File: src/rtl/cmpm_timer_pkg.sv
`timescale 1ns/1ps
package cmpm_timer_pkg;
  localparam int ADDR_W = 4;
  localparam int REG_W  = 8;

  localparam logic [ADDR_W-1:0] OFS_CTRL = 4'd0;
  localparam logic [ADDR_W-1:0] OFS_MODE = 4'd1;
  localparam logic [ADDR_W-1:0] OFS_IOC  = 4'd2;
  localparam logic [ADDR_W-1:0] OFS_IEN  = 4'd4;
  localparam logic [ADDR_W-1:0] OFS_STAT = 4'd5;
  localparam logic [ADDR_W-1:0] OFS_CNT  = 4'd6;
  localparam logic [ADDR_W-1:0] OFS_GR   = 4'd8;

  // control register field codes
  localparam logic [2:0] PSC_DIV64 = 3'b011;
  localparam logic [2:0] CLR_ON_GR = 3'b001;

  localparam int NBYTE = 4;
  localparam logic [ADDR_W-1:0] BYTE_OFS [NBYTE] = '{OFS_CTRL, OFS_MODE, OFS_IOC, OFS_IEN};
endpackage

File: src/rtl/cmpm_prescaler.sv
`timescale 1ns/1ps
module cmpm_prescaler #(
  parameter int DIV = 64
) (
  input  logic clk,
  input  logic rst_n,
  input  logic run_i,
  output logic tick_o
);
  localparam int PW = (DIV > 1) ? $clog2(DIV) : 1;
  localparam logic [PW-1:0] LAST = PW'(DIV - 1);

  logic [PW-1:0] pre_q, pre_d;

  // held at zero while stopped, so a restart always begins a fresh period
  always_comb begin
    pre_d = pre_q;
    if (!run_i)
      pre_d = '0;
    else if (pre_q == LAST)
      pre_d = '0;
    else
      pre_d = pre_q + PW'(1);
  end

  always_ff @(posedge clk or negedge rst_n) begin
    if (!rst_n) pre_q <= '0;
    else        pre_q <= pre_d;
  end

  assign tick_o = run_i && (pre_q == LAST);
endmodule

File: src/rtl/cmpm_counter.sv
`timescale 1ns/1ps
module cmpm_counter #(
  parameter int CNT_W = 16
) (
  input  logic             clk,
  input  logic             rst_n,
  input  logic             adv_i,
  input  logic             clr_en_i,
  input  logic             load_i,
  input  logic [CNT_W-1:0] load_val_i,
  input  logic [CNT_W-1:0] cmp_i,
  output logic [CNT_W-1:0] cnt_o,
  output logic             match_o
);
  logic [CNT_W-1:0] cnt_q, cnt_d;
  logic             hit;

  assign hit = adv_i && (cnt_q == cmp_i);

  always_comb begin
    cnt_d = cnt_q;
    if (load_i)
      cnt_d = load_val_i;
    else if (adv_i)
      cnt_d = (hit && clr_en_i) ? '0 : cnt_q + CNT_W'(1);
  end

  always_ff @(posedge clk or negedge rst_n) begin
    if (!rst_n) cnt_q <= '0;
    else        cnt_q <= cnt_d;
  end

  assign cnt_o   = cnt_q;
  assign match_o = hit;
endmodule

File: src/rtl/cmpm_flag.sv
`timescale 1ns/1ps
module cmpm_flag (
  input  logic clk,
  input  logic rst_n,
  input  logic set_i,
  input  logic rd_i,
  input  logic clr_req_i,
  output logic flag_o
);
  logic flag_q, flag_d;
  logic arm_q, arm_d;
  logic clr;

  assign clr = clr_req_i && arm_q;

  // a new set both wins over a clear and disarms the pending acknowledge
  always_comb begin
    flag_d = flag_q;
    arm_d  = arm_q;
    if (set_i) begin
      flag_d = 1'b1;
      arm_d  = 1'b0;
    end else if (clr) begin
      flag_d = 1'b0;
      arm_d  = 1'b0;
    end else if (rd_i && flag_q) begin
      arm_d  = 1'b1;
    end
  end

  always_ff @(posedge clk or negedge rst_n) begin
    if (!rst_n) begin
      flag_q <= 1'b0;
      arm_q  <= 1'b0;
    end else begin
      flag_q <= flag_d;
      arm_q  <= arm_d;
    end
  end

  assign flag_o = flag_q;
endmodule

File: src/rtl/cmpm_timer_ch.sv
`timescale 1ns/1ps
module cmpm_timer_ch
  import cmpm_timer_pkg::*;
#(
  parameter int CNT_W   = 16,
  parameter int PRE_DIV = 64
) (
  input  logic              clk,
  input  logic              rst_n,
  input  logic              run_i,
  input  logic [ADDR_W-1:0] bus_addr,
  input  logic              bus_wr,
  input  logic              bus_rd,
  input  logic [CNT_W-1:0]  bus_wdata,
  output logic [CNT_W-1:0]  bus_rdata,
  output logic              irq_o
);
  // reset: asserted asynchronously, released on the clock
  logic [1:0] rst_sync_q;
  logic       rst_sync_n;

  always_ff @(posedge clk or negedge rst_n) begin
    if (!rst_n) rst_sync_q <= '0;
    else        rst_sync_q <= {rst_sync_q[0], 1'b1};
  end
  assign rst_sync_n = rst_sync_q[1];

  // plain byte registers: control, mode, I/O control, interrupt enable
  logic [REG_W-1:0] byte_q [NBYTE];
  logic [REG_W-1:0] byte_d [NBYTE];

  for (genvar g = 0; g < NBYTE; g++) begin : g_byte
    always_comb begin
      byte_d[g] = byte_q[g];
      if (bus_wr && (bus_addr == BYTE_OFS[g]))
        byte_d[g] = bus_wdata[REG_W-1:0];
    end

    always_ff @(posedge clk or negedge rst_sync_n) begin
      if (!rst_sync_n) byte_q[g] <= '0;
      else             byte_q[g] <= byte_d[g];
    end
  end

  logic [REG_W-1:0] ctrl_q, ien_q;
  assign ctrl_q = byte_q[0];
  assign ien_q  = byte_q[3];

  // general (compare) register
  logic [CNT_W-1:0] gr_q, gr_d;

  always_comb begin
    gr_d = gr_q;
    if (bus_wr && (bus_addr == OFS_GR))
      gr_d = bus_wdata;
  end

  always_ff @(posedge clk or negedge rst_sync_n) begin
    if (!rst_sync_n) gr_q <= '0;
    else             gr_q <= gr_d;
  end

  // tick generation and count enables
  logic tick, adv, clr_en, wr_cnt, match;
  logic [CNT_W-1:0] cnt;

  cmpm_prescaler #(.DIV(PRE_DIV)) u_pre (
    .clk    (clk),
    .rst_n  (rst_sync_n),
    .run_i  (run_i),
    .tick_o (tick)
  );

  assign adv    = tick && (ctrl_q[2:0] == PSC_DIV64);
  assign clr_en = (ctrl_q[7:5] == CLR_ON_GR);
  assign wr_cnt = bus_wr && (bus_addr == OFS_CNT);

  cmpm_counter #(.CNT_W(CNT_W)) u_cnt (
    .clk        (clk),
    .rst_n      (rst_sync_n),
    .adv_i      (adv),
    .clr_en_i   (clr_en),
    .load_i     (wr_cnt),
    .load_val_i (bus_wdata),
    .cmp_i      (gr_q),
    .cnt_o      (cnt),
    .match_o    (match)
  );

  // compare-match flag with the read-then-write-zero acknowledge
  logic flag, rd_stat, wr_stat, clr_req;

  assign rd_stat = bus_rd && (bus_addr == OFS_STAT);
  assign wr_stat = bus_wr && (bus_addr == OFS_STAT);
  assign clr_req = wr_stat && !bus_wdata[0];

  cmpm_flag u_flag (
    .clk       (clk),
    .rst_n     (rst_sync_n),
    .set_i     (match),
    .rd_i      (rd_stat),
    .clr_req_i (clr_req),
    .flag_o    (flag)
  );

  // read mux
  always_comb begin
    bus_rdata = '0;
    case (bus_addr)
      OFS_CTRL: bus_rdata = CNT_W'(byte_q[0]);
      OFS_MODE: bus_rdata = CNT_W'(byte_q[1]);
      OFS_IOC:  bus_rdata = CNT_W'(byte_q[2]);
      OFS_IEN:  bus_rdata = CNT_W'(byte_q[3]);
      OFS_STAT: bus_rdata = CNT_W'(flag);
      OFS_CNT:  bus_rdata = cnt;
      OFS_GR:   bus_rdata = gr_q;
      default:  bus_rdata = '0;
    endcase
  end

  assign irq_o = flag && ien_q[0];
endmodule

File: config.mk
export PLATFORM = sky130hd
export DESIGN_NAME = cmpm_timer_ch
export DESIGN_NICKNAME = d
export VERILOG_FILES = /design/src/rtl/cmpm_timer_pkg.sv /design/src/rtl/cmpm_prescaler.sv /design/src/rtl/cmpm_counter.sv /design/src/rtl/cmpm_flag.sv /design/src/rtl/cmpm_timer_ch.sv
export SDC_FILE = /design/constraint.sdc
export NUM_CORES = 1
export LEC_CHECK = 0
export BUFFER_PORTS_ARGS = -buffer_cell sky130_fd_sc_hd__buf_2
export CORE_AREA = 2 2 131 133
export DETAILED_ROUTE_END_ITERATION = 6
export DIE_AREA = 0 0 133 135
export HOLD_SLACK_MARGIN = 0.03
export PLACE_DENSITY_LB_ADDON = 0.3
export RECOVER_POWER = 50
export SLEW_MARGIN = 20
export SYNTH_ARGS = -nofsm -noshare
export SYNTH_HDL_FRONTEND = slang
export SYNTH_SLANG_ARGS = --single-unit
File: constraint.sdc
create_clock -name clk -period 3 [get_ports clk]
set_input_delay 0.45 -clock clk [delete_from_list [all_inputs] [get_ports clk]]
set_output_delay 0.45 -clock clk [all_outputs]
set_load 0.02 [all_outputs]
# == Yosys cells after proc, flatten, opt, wreduce, memory -nomap -nowiden ==
# Index checks and enable logic that the tools add are counted.
# W data, S select, Z words.
# totals
ff_bits,74
inputBits,25
output_inout_bits,17
word_cells,54
# classes
addsub,2
eq_ne,10
mux,11
reduce_logical,21
# ops
operator,count
$pmux W16 S7,1
$mux W16,3
$add A16 B1 Y16 const B,1
$eq A16 B16 Y1,1
$logic_and A1 B1 Y1,16
$eq A4 B3 Y1 const B,3
$mux W6,2
$add A6 B1 Y6 const B,1
$eq A6 B6 Y1 const B,1
$mux W1,5
$eq A4 B1 Y1 const B,1
$eq A4 B2 Y1 const B,1
$eq A4 B4 Y1 const B,1
$logic_not A4 Y1,1
$reduce_bool A2 Y1,2
$eq A3 B1 Y1 const B,1
$eq A3 B2 Y1 const B,1
$reduce_bool A3 Y1,1
$logic_not A1 Y1,1

# == Longest topological paths before layout ==
# Gate-level depths: netlist of run 1.
# logic_depth
word_depth,8
ltp_mapped,8
depth_no_buf,6

# == Hierarchy ==
# A second synthesis of run 1 with hierarchy kept.
# unflattened
hier_cells,392
area_unflattened_um2,4272.8
# modules_own_cells
module,n_inst,cells_per_inst,area_each_um2,seq_area_each_um2
cmpm_timer_ch,1,194,2557.5,1251.2
cmpm_counter,1,164,1362.6,400.4
cmpm_prescaler,1,27,272.8,150.1
cmpm_flag,1,7,80.1,50.0

# == Least setup slack after synthesis of run 1 ==
# OpenSTA, ideal clock, no wires.
# synth_path
kind,input to output
startpoint,input bus_addr[2]
endpoint,output bus_rdata[2]
arrival_ns,1.708
t_required_ns,2.550
setup_slack_ns,0.842
stages,5
n_path_buf,2
cell_sequence,buf_2 -> buf_2 -> nor2b_1 -> a22oi_1 -> o31ai_1
# synth_between
elab_chain_cells,2
elab_cells_between_ends,8
classes_between,eq/ne (6); mux (1); reduce/logical (1)
# synth_rtl
item,line_no,rtl
start: declaration,cmpm_timer_ch.sv:11,"input logic [ADDR_W-1:0] bus_addr,"
"$eq A4 B4 Y1, or another cell as far along",cmpm_timer_ch.sv:109,case (bus_addr)
$pmux W16 S7 *,cmpm_timer_ch.sv:109,
end: declaration,cmpm_timer_ch.sv:15,"output logic [CNT_W-1:0] bus_rdata,"
# Every way passes the cells marked *; elsewhere a longest branch is shown, timed or not.

# == Final worst setup path of run 1 ==
# layout_path
startpoint,input bus_addr[1]
endpoint,output bus_rdata[1]
# Same word-level chain as after synthesis.

==> results of run 1 <==
[worst min-delay path by stage]
stage                   from               to  slack, ps
2_1_floorplan          rst_n    rst_sync_q[0]        150
3_5_place_dp           rst_n    rst_sync_q[0]        240
4_1_cts        bus_wdata[12]  u_cnt.cnt_o[12]        320
5_1_grt        bus_wdata[13]  u_cnt.cnt_o[13]        330
6_report       bus_wdata[12]  u_cnt.cnt_o[12]        330
3_3_place_gp           rst_n    rst_sync_q[0]        240
[repair_timing]
item / in CTS / in global routing
hold endpoints to repair: 2 / 0
hold buffers: 1 / 0
gates resized for setup: 0 / 0
[report_power, final]
part           internal (mW)  switching, mW  total [mW]  leakage (nW)
registers               1.18          0.172        1.35         0.893
clock network          0.746          0.408        1.15         0.153
logic                  0.243          0.226       0.469         0.958
total                   2.16          0.807        2.97          2.00
[cell usage in the layout, fill, tap and decap left out, types with 9 or more instances in the layout]
| cell type | Yosys | final |
|---|---|---|
| mux2_2 | 47 | 47 |
| dfrtp_1 | 74 | 74 |
| buf_4 | 0 | 10 |
| nor2_1 | 12 | 11 |
| buf_2 | 8 | 39 |
| a22oi_1 | 10 | 10 |
| nand3_1 | 22 | 23 |
| o31ai_1 | 9 | 9 |
| o21ai_0 | 10 | 10 |
| nand2_1 | 28 | 28 |
| clkbuf_16 | 0 | 9 |
| a22o_1 | 12 | 12 |
| xor2_1 | 18 | 18 |
[state kept, by name, summed over array words and instances, names as in the netlist]
name           flops
u_pre.pre_q        6
ien_q              8
rst_sync_q         2
u_flag.arm_q       1
u_flag.flag_o      1
ctrl_q             8
u_cnt.cnt_o       16
byte_q            16
gr_q              16
[routing by layer]
layer | global-route usage (%) | up-vias | part of all wire (%)
li1 | - | 1472 | -
met1 | 17.5 | 1551 | 46
met4 | 3.70 | 0 | 0.90
met5 | 0 | - | 0
met2 | 20.6 | 80 | 48
met3 | 3.15 | 8 | 5.1
[critical path: cells and delay by family]
family                 cells  cell delay [ps]
AOI/OAI and AO/OA          2              420
buffers and inverters      3              660
and+or+nand+nor            2              380
[cell families (layout without fill, tap and decap cells)]
| family | count (synthesis) | count (layout) |
|---|---|---|
| xor gates and xnor gates | 25 | 25 |
| AOI/OAI and AO/OA | 70 | 70 |
| DFF | 74 | 74 |
| adders and majority gates | 2 | 2 |
| other | 1 | 1 |
| and+or+nand+nor | 123 | 123 |
| muxes | 52 | 52 |
| buffers and inverters | 27 | 69 |
[through the flow]
| stage | area, um^2 | std cells | hold WS [ps] |
|---|---|---|---|
| 2_1_floorplan | 4060 | 374 | 154 |
| 5_1_grt | 4810 | 636 | 331 |
| 3_5_place_dp | 4500 | 620 | 238 |
| 3_3_place_gp | 4500 | 620 | 237 |
| 4_1_cts | 4820 | 636 | 321 |
| 6_report | 4810 | 636 | 335 |
[final cells by class]
class / instances / area (um^2)
fillers: 1746 / 11600
repair buffers: 53 / 292
flip-flops and latches: 74 / 1850
clock inverters: 3 / 65.1
clock buffers: 12 / 246
well taps: 220 / 275
multi-input cells: 273 / 2080
inverters: 1 / 3.75
==> run metrics, run 1 <==
run status=complete, but fails checks; failing checks=capacitance limit, slew limit; Nets=439; Core Footprint=between 15,000 and 20,000 um^2; Final WS setup=626 ps; cell taking the most area after synthesis=dfrtp_1; first-pass GRT wire length=17,800 um; Max Freq=421 MHz; largest family of logic cells by synthesized area=simple AND/OR/NAND/NOR gates; setup bufs post-CTS=0; largest net degree at the start of global routing=40; Compound-Gate Fraction of Synth Area=12.6%; clk_lat worst skew=340 ps; Cell Pwr Density=just over 600 nW/um^2; worst reg-to-reg path cell count=7; total track usage=12.9%; DRT antenna net count=0; wirelength, routed=approximately 11,000 um; Mapped Area=just over 4000 um^2; CP max-delay cell=o21ai_0; clk slew on worst S/H paths=~60 ps; clock skew=8.48 ps; setup tns final=0 ps; final worst-path cycle share=between 70% and 80%; CP Max Fanout=13; Worst R2R End=u_cnt.cnt_o[15]; Root Buffer Master=clkbuf_16; Rows=47; Max stage delay on crit path=300 ps; r2r setup slk=660 ps; synthesis-to-layout area growth=18.6%; sequential area share after synthesis=between 40 and 50%; Inserted Clock Buffers=9; CP startpoint kind=input port; drt wl/cell=about 17 um; Max-Cap Viols=1; hold crit path type=in -> reg; crit path to=bus_rdata[1]; Netlist cell types=50; Min-Delay Path Depth=3; most frequent cell after synthesis=dfrtp_1; IO buf count=just over 40; DP Wirelength=7990 um; die span in x=133 um; total power=approximately 3 mW; Final Slew Violations=40; leakage=between 2 and 2.5 nW; vias in the first global route=between 3,000 and 4,000; drt first pass iters=4; IO Count=42; clk buf depth=2; XOR/XNOR Fraction of Synth Area=under 10%; WS Path Type=in -> out; Initial Util=24.7%; Worst-Margin Slew=around 1600 ps; RR Startpoint=u_pre.pre_q[0]; count of flip-flops with a built-in enable after synthesis=0; synth top area cells=dfrtp_1 46%, mux2_2 13%, xor2_1 3.9%, nand3_1 2.7%, nand2_1 2.6%; Warnings, synthesis=0; CTS tree=done; Initial DRC Count=319; CTS Sinks=74; Hold Violations, Final=0; Post-Syn Nets=between 400 and 500; number of vias per cell=between 4 and 5; critical path's most frequent cell=buf_2; commonest cells in the netlist=74 x dfrtp_1, 47 x mux2_2, 28 x nand2_1; syn_area_per_cell=roughly 11 um^2; Main synth FF type=dfrtp_1; Post-synth ARST share=100%; # diodes=0; Final min period=2370 ps; crit path launch=bus_addr[1]; arrival time at the worst endpoint=1920 ps; multiplexer share of the synthesized area=14.3%; Worst setup EP type=output pin; routability cong.=0.788; setup violators final=0; die area=between 15,000 and 20,000 um^2; post-synthesis cell count=374; Peak VDD IR=233 uV; # DRC=0; Util after Layout=29.3%; sequence of cells on the critical path=buf_2 -> nor2b_1 -> buf_4 -> and2_1 -> a22oi_1 -> o21ai_0 -> buf_2; antenna violations before repair=0; Critical Path RT=roughly 2600 ps; Post-Synth Adder-Cell Area=0.617%; Synth top area share=between 40% and 50%; Synth Register Bits=74; Max-slew headroom=-8.00%; layout cells sized above 1=roughly 29%; dpl ws=around 640 ps; RSZ-0062 raised after global routing=false; post-synthesis simple-gate area fraction=a little under a fifth; DIE HEIGHT=about 140 um; gr ovfl total=0; Max H-tree Level=3; via count=slightly above 3,000
Note: power is estimated with default switching activity, not from simulation.
==> run 2: changes to the inputs <==
Clock period 3 ns to 2.2 ns, I/O delays scaled along.
==> run 2 against run 1 <==
Net effect: the flow now finishes without violations; sequential share of layout area shrank 1.4 points; die area stayed put; highest routed layer unchanged; cell count up 3.1%; final area up 3.9%; sequential power up 33%; clock power up 39%; setup slack got worse by 510 ps; critical path depth decreased by 1; via count is 3.4% higher; power is 39% higher; register-to-register slack worse by 470 ps; combinational power increased by 54%.
==> run metrics, run 2 (synthesis gave the netlist of run 1 again) <==
run status=finished clean; die area=approximately 18,000 um^2; Max-slew headroom=30.9%; hold_ws=209 ps; Max Freq=481 MHz; CP Max Fanout=13; most frequent cells in the layout=73 x dfrtp_1, 47 x mux2_2, 39 x buf_2; layout cells sized above 1=about 33%; Sw Ratio=between 20% and 30%; gr ovfl total=0; # DRC=0; clk slew on worst S/H paths=around 50 ps; total track usage=between 10% and 20%; Hold Violations, Final=0; DIE HEIGHT=between 100 and 150 um; drt first pass iters=5; setup violators final=0; DP Wirelength=8160 um; routability cong.=just under 0.8; DRT antenna net count=0; leakage=between 2 and 2.5 nW; Initial Util=24.7%; Post-DP Area=4680 um^2; IO Count=42; Hold Buf Count CTS=1; Max-Cap Viols=0; drt wl/cell=~17 um; die span in x=around 130 um; wirelength, routed=between 10,000 and 15,000 um; CTS tree=done; hold crit path type=in -> reg; via count=3,217; # diodes=0; Nets=458; Util after Layout=between 30% and 40%; final worst-path cycle share=roughly 95%; Critical Path RT=1870 ps; share of power burned in registers=between 40% and 50%; clock share of power=between 30% and 40%; setup bufs post-CTS=0; Root Buffer Master=clkbuf_16; CP startpoint kind=input port; Comb pwr share=between 15 and 20%; Cell Pwr Density=~830 nW/um^2; Initial DRC Count=roughly 290; clock skew=7.63 ps; synthesis-to-layout area growth=23.2%; r2r setup slk=approximately 190 ps; Worst setup EP type=output pin; Internal Power=2.99 mW; vias in the first global route=about 3,200; antenna violations before repair=0; Rows=47; number of vias per cell=slightly below 5; leading cell type in the layout, fill and taps excluded=dfrtp_1; RSZ-0062 raised after global routing=false; clk buf depth=2; arrival time at the worst endpoint=1750 ps; CTS Sinks=between 70 and 80; Max H-tree Level=3; design area=approximately 5000 um^2; Core Footprint=16,400 um^2; Inserted Clock Buffers=9; switching power=roughly 1.1 mW; first-pass GRT wire length=between 15,000 and 20,000 um; CTS resizes=0; Final min period=~2100 ps; largest net degree at the start of global routing=73; setup tns final=0 ps; WS Path Type=in -> out; Worst-Margin Slew=around 1000 ps; IO buf count=41; Peak VDD IR=452 uV; clk_lat worst skew=340 ps; Final Slew Violations=0
==> run 2: power groups by stage <==
stage	Combinational [mW]	Sequential, mW	Clock, mW
2_1_floorplan	0.502	1.77	0
3_3_place_gp	0.706	1.82	0
3_5_place_dp	0.728	1.83	0
4_1_cts	0.733	1.80	1.65
5_1_grt	0.798	1.83	1.71
6_report	0.722	1.80	1.60
==> run 2: worst paths after layout <==
check	from	endpoint	cells past startpoint
max	bus_addr[1]	bus_rdata[1]	6
min	bus_wdata[12]	u_cnt.cnt_o[12]	3
max reg2reg	u_pre.pre_q[0]	u_cnt.cnt_o[7]	7
min reg2reg	rst_sync_q[0]	rst_sync_q[1]	0
max in group asynchronous	rst_sync_q[1]	gr_q[10]	1
min in group asynchronous	rst_n	rst_sync_q[0]	2
==> run 2: area by class of cell <==
cell class,count,area (um^2)
multi-input cells,273,2080
well taps,220,275
flip-flops and latches,74,1850
clock buffers,12,246
inverters,1,3.75
repair buffers,72,463
clock inverters,4,75.1
fillers,1680,11400
==> run 2: layer usage <==
metal  GRT usage (%)  vias to the layer above  wire (um)  share of wire [%]
met1            17.8                     1582       5350                 48
met4            3.46                        0        142                1.3
li1                -                     1513          -                  -
met2            19.9                      101       5080                 45
met5               0                        -          0                  0
met3            4.47                       21        613                5.5
==> run 2: per-stage QoR <==
stage / instances / worst slack, ps / total power [mW]
after global routing: 656 / 35.6 / 4.34
after global placement: 639 / 187 / 2.52
after CTS: 656 / 134 / 4.19
after floorplan: 374 / 282 / 2.28
final: 656 / 120 / 4.13
after detailed placement: 639 / 139 / 2.55
==> run 2: worst max-delay path: stages <==
cell      delay (ps)
buf_2            270
nor2b_1          160
a22o_1           260
a222oi_1         310
o21ai_0          210
buf_2            210
